File: config.mk
export PLATFORM = sky130hd
export DESIGN_NAME = cnt_snap_reader
export DESIGN_NICKNAME = d
export VERILOG_FILES = /design/src/rtl/snap_pkg.sv /design/src/rtl/cnt_snap_mux.sv /design/src/rtl/cnt_snap_ctrl.sv /design/src/rtl/cnt_snap_resp.sv /design/src/rtl/cnt_snap_reader.sv
export SDC_FILE = /design/constraint.sdc
export NUM_CORES = 1
export LEC_CHECK = 0
export CAP_MARGIN = 0
export CORE_MARGIN = 2
export CORE_UTILIZATION = 42
export DETAILED_ROUTE_END_ITERATION = 8
export PLACE_DENSITY_LB_ADDON = 0.2
export SYNTH_ARGS = -nofsm -noshare
export SYNTH_HDL_FRONTEND = slang
export SYNTH_SLANG_ARGS = --single-unit
File: constraint.sdc
create_clock -name clk -period 4 [get_ports clk]
set_input_delay 0.8 -clock clk [delete_from_list [all_inputs] [get_ports clk]]
set_output_delay 0.8 -clock clk [all_outputs]
set_load 0.005 [all_outputs]
File: src/rtl/snap_pkg.sv
package snap_pkg;
  typedef enum logic {
    HALF_LO = 1'b0,
    HALF_HI = 1'b1
  } half_e;
endpackage

File: src/rtl/cnt_snap_mux.sv
module cnt_snap_mux #(
  parameter int NUM_CNT = 8,
  parameter int CNT_W   = 16,
  parameter int IDX_W   = 3
) (
  input  logic [NUM_CNT*CNT_W-1:0] vals,
  input  logic [IDX_W-1:0]         idx,
  output logic [CNT_W-1:0]         val
);
  logic [CNT_W-1:0] lane [NUM_CNT];

  for (genvar g = 0; g < NUM_CNT; g++) begin : g_lane
    assign lane[g] = vals[g*CNT_W +: CNT_W];
  end

  always_comb begin
    val = '0;
    for (int i = 0; i < NUM_CNT; i++) begin
      if (idx == IDX_W'(i)) val = lane[i];
    end
  end
endmodule

File: src/rtl/cnt_snap_ctrl.sv
module cnt_snap_ctrl
  import snap_pkg::*;
#(
  parameter int CNT_W = 16,
  parameter int IDX_W = 3
) (
  input  logic             clk,
  input  logic             rst_n,
  input  logic             acc,
  input  logic             acc_cnt,
  input  logic [IDX_W-1:0] acc_idx,
  input  logic             acc_hi,
  input  logic [CNT_W-1:0] live_val,
  output logic             use_hold,
  output logic             take_snap,
  output logic [CNT_W-1:0] hold_val
);
  logic             pair_open;
  logic [IDX_W-1:0] pair_idx;
  half_e            pair_served;
  logic             pair_hit;

  // Second half of an open pair: same counter, opposite byte.
  assign pair_hit  = pair_open && (pair_idx == acc_idx) &&
                     (half_e'(acc_hi) != pair_served);
  assign use_hold  = acc && acc_cnt && pair_hit;
  assign take_snap = acc && acc_cnt && !pair_hit;

  always_ff @(posedge clk) begin
    if (!rst_n) begin
      pair_open   <= 1'b0;
      pair_idx    <= '0;
      pair_served <= HALF_LO;
      hold_val    <= '0;
    end else if (take_snap) begin
      pair_open   <= 1'b1;
      pair_idx    <= acc_idx;
      pair_served <= half_e'(acc_hi);
      hold_val    <= live_val;
    end else if (use_hold) begin
      pair_open   <= 1'b0;
    end
  end
endmodule

File: src/rtl/cnt_snap_resp.sv
module cnt_snap_resp #(
  parameter int NUM_CNT = 8,
  parameter int CNT_W   = 16,
  parameter int BUS_W   = 8,
  parameter int IDX_W   = 3
) (
  input  logic               clk,
  input  logic               rst_n,
  input  logic               acc,
  input  logic               acc_cnt,
  input  logic [IDX_W-1:0]   acc_idx,
  input  logic               acc_hi,
  input  logic               use_hold,
  input  logic               take_snap,
  input  logic [CNT_W-1:0]   live_val,
  input  logic [CNT_W-1:0]   hold_val,
  input  logic               rsp_ready,
  output logic               rsp_valid,
  output logic [BUS_W-1:0]   rsp_data,
  output logic [NUM_CNT-1:0] snap_stb
);
  logic [CNT_W-1:0] src;
  logic [BUS_W-1:0] byte_n;
  logic [BUS_W-1:0] data_n;

  assign src    = use_hold ? hold_val : live_val;
  assign byte_n = acc_hi ? src[CNT_W-1 -: BUS_W] : src[BUS_W-1:0];
  assign data_n = acc_cnt ? byte_n : '0;

  always_ff @(posedge clk) begin
    if (!rst_n) begin
      rsp_valid <= 1'b0;
      rsp_data  <= '0;
    end else if (acc) begin
      rsp_valid <= 1'b1;
      rsp_data  <= data_n;
    end else if (rsp_ready) begin
      rsp_valid <= 1'b0;
    end
  end

  for (genvar g = 0; g < NUM_CNT; g++) begin : g_stb
    always_ff @(posedge clk) begin
      if (!rst_n) snap_stb[g] <= 1'b0;
      else        snap_stb[g] <= take_snap && (acc_idx == IDX_W'(g));
    end
  end
endmodule

File: src/rtl/cnt_snap_reader.sv
module cnt_snap_reader #(
  parameter int NUM_CNT = 8,
  parameter int BUS_W   = 8,
  localparam int CNT_W  = 2 * BUS_W,
  localparam int IDX_W  = (NUM_CNT > 1) ? $clog2(NUM_CNT) : 1
) (
  input  logic                     clk,
  input  logic                     rst_n,
  input  logic                     req_valid,
  output logic                     req_ready,
  input  logic                     req_cnt,
  input  logic [IDX_W-1:0]         req_idx,
  input  logic                     req_hi,
  input  logic                     cnt_upd,
  input  logic [NUM_CNT*CNT_W-1:0] cnt_vals,
  output logic                     rsp_valid,
  input  logic                     rsp_ready,
  output logic [BUS_W-1:0]         rsp_data,
  output logic [NUM_CNT-1:0]       snap_stb
);
  logic             acc;
  logic [CNT_W-1:0] live_val;
  logic [CNT_W-1:0] hold_val;
  logic             use_hold;
  logic             take_snap;

  assign req_ready = !cnt_upd && (!rsp_valid || rsp_ready);
  assign acc       = req_valid && req_ready;

  cnt_snap_mux #(.NUM_CNT(NUM_CNT), .CNT_W(CNT_W), .IDX_W(IDX_W)) mux_i (
    .vals (cnt_vals),
    .idx  (req_idx),
    .val  (live_val)
  );

  cnt_snap_ctrl #(.CNT_W(CNT_W), .IDX_W(IDX_W)) ctrl_i (
    .clk       (clk),
    .rst_n     (rst_n),
    .acc       (acc),
    .acc_cnt   (req_cnt),
    .acc_idx   (req_idx),
    .acc_hi    (req_hi),
    .live_val  (live_val),
    .use_hold  (use_hold),
    .take_snap (take_snap),
    .hold_val  (hold_val)
  );

  cnt_snap_resp #(.NUM_CNT(NUM_CNT), .CNT_W(CNT_W), .BUS_W(BUS_W), .IDX_W(IDX_W)) resp_i (
    .clk       (clk),
    .rst_n     (rst_n),
    .acc       (acc),
    .acc_cnt   (req_cnt),
    .acc_idx   (req_idx),
    .acc_hi    (req_hi),
    .use_hold  (use_hold),
    .take_snap (take_snap),
    .live_val  (live_val),
    .hold_val  (hold_val),
    .rsp_ready (rsp_ready),
    .rsp_valid (rsp_valid),
    .rsp_data  (rsp_data),
    .snap_stb  (snap_stb)
  );
endmodule

# Word level (Yosys, flattened, before mapping)
# Index checks and enable logic that the tools add are counted.
[totals]
out_inout_bits = 18
inputBits = 138
register_bits = 38
[classes]
reduce_logical = 22
muxes = 15
eq_ne = 9
[op_table]
columns = ["cell", "count"]
rows = [
  ["$mux W16", 9],
  ["$mux W8", 2],
  ["$logic_and A1 B1 Y1", 15],
  ["$eq A3 B3 Y1 const B", 4],
  ["$eq A3 B2 Y1 const B", 2],
  ["$mux W1", 4],
  ["$reduce_bool A2 Y1", 2],
  ["$eq A3 B1 Y1 const B", 1],
  ["$eq A3 B3 Y1", 1],
  ["$logic_not A1 Y1", 3],
  ["$logic_not A3 Y1", 1],
  ["$logic_or A1 B1 Y1", 1],
  ["$ne A1 B1 Y1", 1],
]

# Longest topological paths before layout
[depth]
ltp_word = 12
mapped_depth = 9
mapped_depth_nobuf = 6

# Modules after synthesis
# From an unflattened synthesis, not the netlist that was laid out.
[unflattened]
hier_cells = 347
hier_area_um2 = 3026.7
[modules_own_cells]
columns = ["module", "cells_per_inst", "area_per_inst_um2", "seq_area_each_um2", "instances"]
rows = [
  ["cnt_snap_mux", 189, 1362.6, 0.0, 1],
  ["cnt_snap_ctrl", 101, 925.9, 420.4, 1],
  ["cnt_snap_resp", 54, 708.2, 340.3, 1],
  ["cnt_snap_reader", 3, 30.0, 0.0, 1],
]

# Worst setup path after synthesis
# OpenSTA, ideal clock, no wires.
[synth_path]
kind = "input to register"
start = "input cnt_upd"
end = "register resp_i.rsp_data[3]"
cell_stages = 8
arrival_ns = 2.231
path_slack_ns = 1.652
setup_time_ns = 0.117
n_path_buf = 2
path_cell_list = "nand2b_4 or3b_1 buf_6 nor3_4 buf_6 mux2i_1 nand2_1 a32o_1"
[synth_between]
elab_chain_cells = 8
[synth_lines]
columns = ["item", "line", "text"]
rows = [
  ["start: declaration", "cnt_snap_reader.sv:14", "input logic cnt_upd,"],
  ["$logic_not A1 Y1 *", "cnt_snap_reader.sv:27", "assign req_ready = !cnt_upd && (!rsp_valid || rsp_ready);"],
  ["$logic_and A1 B1 Y1 *", "cnt_snap_reader.sv:27", ""],
  ["$logic_and A1 B1 Y1 *", "cnt_snap_reader.sv:28", "assign acc = req_valid && req_ready;"],
  ["$logic_and A1 B1 Y1 (2 in series)", "cnt_snap_ctrl.sv:26", "assign use_hold = acc && acc_cnt && pair_hit;"],
  ["$mux W16", "cnt_snap_resp.sv:26", "assign src = use_hold ? hold_val : live_val;"],
  ["$mux W8", "cnt_snap_resp.sv:27", "assign byte_n = acc_hi ? src[CNT_W-1 -: BUS_W] : src[BUS_W-1:0];"],
  ["$mux W8", "cnt_snap_resp.sv:28", "assign data_n = acc_cnt ? byte_n : '0;"],
  ["end signal: assignment", "cnt_snap_resp.sv:36", "rsp_data <= data_n;"],
  ["end: declaration", "cnt_snap_resp.sv:19", "output logic [BUS_W-1:0] rsp_data,"],
]
# Mark *: on every way between the ends. The rest lies on a longest branch, timed or not.
# A chain may end at the register's enable or synchronous reset.

# Worst setup path in the final report
[layout_path]
start = "input rsp_ready"
end = "register resp_i.rsp_data[3]"
[layout_between]
elab_chain_cells = 8
[layout_lines]
columns = ["item", "line", "text"]
rows = [
  ["start: declaration", "cnt_snap_reader.sv:17", "input logic rsp_ready,"],
  ["$logic_or A1 B1 Y1 *", "cnt_snap_reader.sv:27", ""],
  ["$logic_and A1 B1 Y1 *", "cnt_snap_reader.sv:27", ""],
  ["$logic_and A1 B1 Y1 *", "cnt_snap_reader.sv:28", ""],
  ["$logic_and A1 B1 Y1 (2 in series)", "cnt_snap_ctrl.sv:26", ""],
  ["$mux W16", "cnt_snap_resp.sv:26", ""],
  ["$mux W8", "cnt_snap_resp.sv:27", ""],
  ["$mux W8", "cnt_snap_resp.sv:28", ""],
]
# Marks and branches as above.

==> flow_summary.ini <==
[run_status]
status = finished, final reports clean

[timing]
layout_min_cycle_time_ns = 2.91
fmax_mhz = 343
period_share_pct = 72.8
setup_viol = 0
slew_headroom_pct = 57.8
setup_slack_ns = 1.09
drv_slew = 0
worst_pin_slew_ns = 0.631
skew_ns = 0.0112
hold_viol = 0
fin_setup_tns_ns = 0
rsz0062_at_grt = false
timing.hold.ws_ns = 0.476

[place]
placedInstanceArea_um2 = 4340
dp_slack_ns = 0.801
place.gp.congestion = 0.821
io_buffers = 155
hpwl_um = 7320

[clocking]
cts_tree = done
h-tree-depth = 2
max-clock-path-buffers = 2
cts_buffers = 5
clock-sinks = 38
ctsHoldBuffers = 0
cts_resized = 0
worstSkewPairLatency_ns = 0.30
path_clk_slew_ns = 0.07
cts_root_buf = clkbuf_8
cts_setup_buffers = 0

[die]
start_util_pct = 43.6
coreArea_um2 = 6350
die_h_um = 85.2
io_pins = 156
die_w_um = 85.2
die_area_um2 = 7250
fp-row-count = 29

[route]
drc = 0
vias_per_cell = 5.51
drt-total-wl_um = 9090
detail-route-antenna-nets = 0
via_count = 3006
dr.pass1.iters = 4
drt-initial-drc-count = 162
wl_per_cell_um = 16.6

[critical_path]
worstSetupPathType = input port to flop
crit_buf_inv = 2
critPathMaxStageDelay_ns = 0.54
critical_path_cell_count = 8
path_max_fanout = 12
endpoint_kind = flop
start_kind = input port
rr_worst_depth = 7
cp_top_family = simple AND/OR/NAND/NOR gates
cp_data_required_time_ns = 4.19
crit_chain = clkdlybuf4s50_1 > nor2b_4 > or3b_1 > nor3_4 > buf_4 > mux2i_1 > nand2_1 > a32o_1
worst_path_max_delay_cell = or3b_1
arrival_ns = 3.11

[finish]
final_area_um2 = 4450
finalNetCount = 606
n_antenna_cell = 0
drive_above_1_share_pct = 10.0
syn_to_final_growth_pct = 60.7
n_fill_cell = 481

[global_routing]
track_usage_pct = 25.0
grt_pass1_wl_um = 14400
antenna_found_initial = 0
grt_max_degree = 43
gr-total-overflow = 0
grt_pass1_vias = 3014

[pwr]
sw_frac_of_total_pct = 26.1
intPower_uw = 784
power_density_nw_per_um2 = 239
seq_power_share_pct = 37.7
power_frac_comb_pct = 31.5
p_leak_uw = 0.00168
clkPwrFrac_pct = 30.8
vdd.ir_drop.worst_uv = 228
p_sw_uw = 277
total_power_uw = 1060

[run]
cap_violations = 0

[synth]
ys_async_sr_fraction_pct = 0
synth_fp_nets = 459
synth_top_area_share_pct = 27.5
yosysTopAreaCell = dfxtp_1
yosysUniqueCellTypes = 51
netlist_area_um2 = 2770
synth_area_leaders = dfxtp_1 27%, mux4_2 13%, mux2i_1 8.0%
yosysMostFrequentCell = nand2_1
ys_warn_count = 0
seq_area_frac_synth_pct = 27.5
synth-edff-count = 0
syn_inst = 321
synth_ff_type = dfxtp_1
synth_seq_cells = 38
syn_area_per_cell_um2 = 8.62
yosys-top-cells-count = 44 x nand2_1, 38 x dfxtp_1, 31 x nor2_1, 22 x mux2i_1, 21 x o21ai_0

[worst_hold_path]
holdPathStages = 1
hold_class = flop to flop
-- layer usage --
metal,vias to the layer above,global-route usage [%],routed length (µm)
li1,1474,-,-
met1,1386,31.4,3670
met2,139,43.8,4620
met3,7,5.54,706
met4,0,5.63,83
met5,-,0,0
-- power groups by stage --
stage / logic (µW) / registers (µW) / clock network, µW
after global placement: 327 / 408 / 0
after floorplan: 155 / 407 / 0
after CTS: 334 / 400 / 326
final: 334 / 400 / 327
after global routing: 362 / 401 / 340
after detailed placement: 333 / 408 / 0
-- through the flow --
step | cells | util (%)
CTS | 546 | 70.0
global route | 546 | 70.0
global placement | 538 | 68.3
floorplan | 321 | -
detailed placement | 538 | 68.3
finish | 546 | 70.0
-- cell families (layout without fill, tap and decap cells) --
family | count (synthesis) | in the layout | synth area share [%]
flip-flops | 38 | 38 | 27.5
AND/OR/NAND/NOR | 121 | 121 | 21.2
AO/OA/AOI/OAI | 86 | 86 | 21.8
buffers and inverters | 31 | 179 | 6.06
XOR/XNOR | 4 | 4 | 1.27
multiplexers | 41 | 41 | 22.2
-- registers in the layout (all words and copies together), names as in the netlist --
| name | count |
|---|---|
| ctrl_i.hold_val | 16 |
| ctrl_i.pair_idx | 3 |
| ctrl_i.pair_open | 1 |
| ctrl_i.pair_served | 1 |
| resp_i.rsp_data | 8 |
| resp_i.rsp_valid | 1 |
| resp_i.snap_stb | 8 |
-- final timing paths --
kind                                          from                  to  slack (ns)
worst max-delay path                     rsp_ready  resp_i.rsp_data[3]        1.09
worst min-delay path            resp_i.rsp_data[4]  resp_i.rsp_data[4]        0.48
worst max register to register    resp_i.rsp_valid  resp_i.rsp_data[3]        1.70
worst min register to register  resp_i.rsp_data[4]  resp_i.rsp_data[4]        0.48
-- area by class of cell --
| cell class | instances | area, µm² | share of cell area, % |
|---|---|---|---|
| timing repair buffer | 166 | 1620 | 36.5 |
| clock buffer | 5 | 68.8 | 1.55 |
| inverter | 5 | 18.8 | 0.422 |
| multi-input combinational | 252 | 1840 | 41.3 |
| clock inverter | 3 | 40.0 | 0.900 |
| sequential | 38 | 761 | 17.1 |
| tap | 77 | 96.3 | 2.17 |
-- layout by cell type (no fill, tap or decap), types with 6 or more instances in the layout --
cell type / count
nor2_1: 31
a21boi_0: 7
buf_4: 11
nand2_1: 44
nand3_1: 11
a211oi_1: 6
clkdlybuf4s50_1: 153
mux2i_1: 22
and2_1: 9
a21oi_1: 10
o21ai_0: 21
dfxtp_1: 38
o211ai_1: 8
mux4_2: 16
No activity file was read; power rests on OpenSTA's default activity.
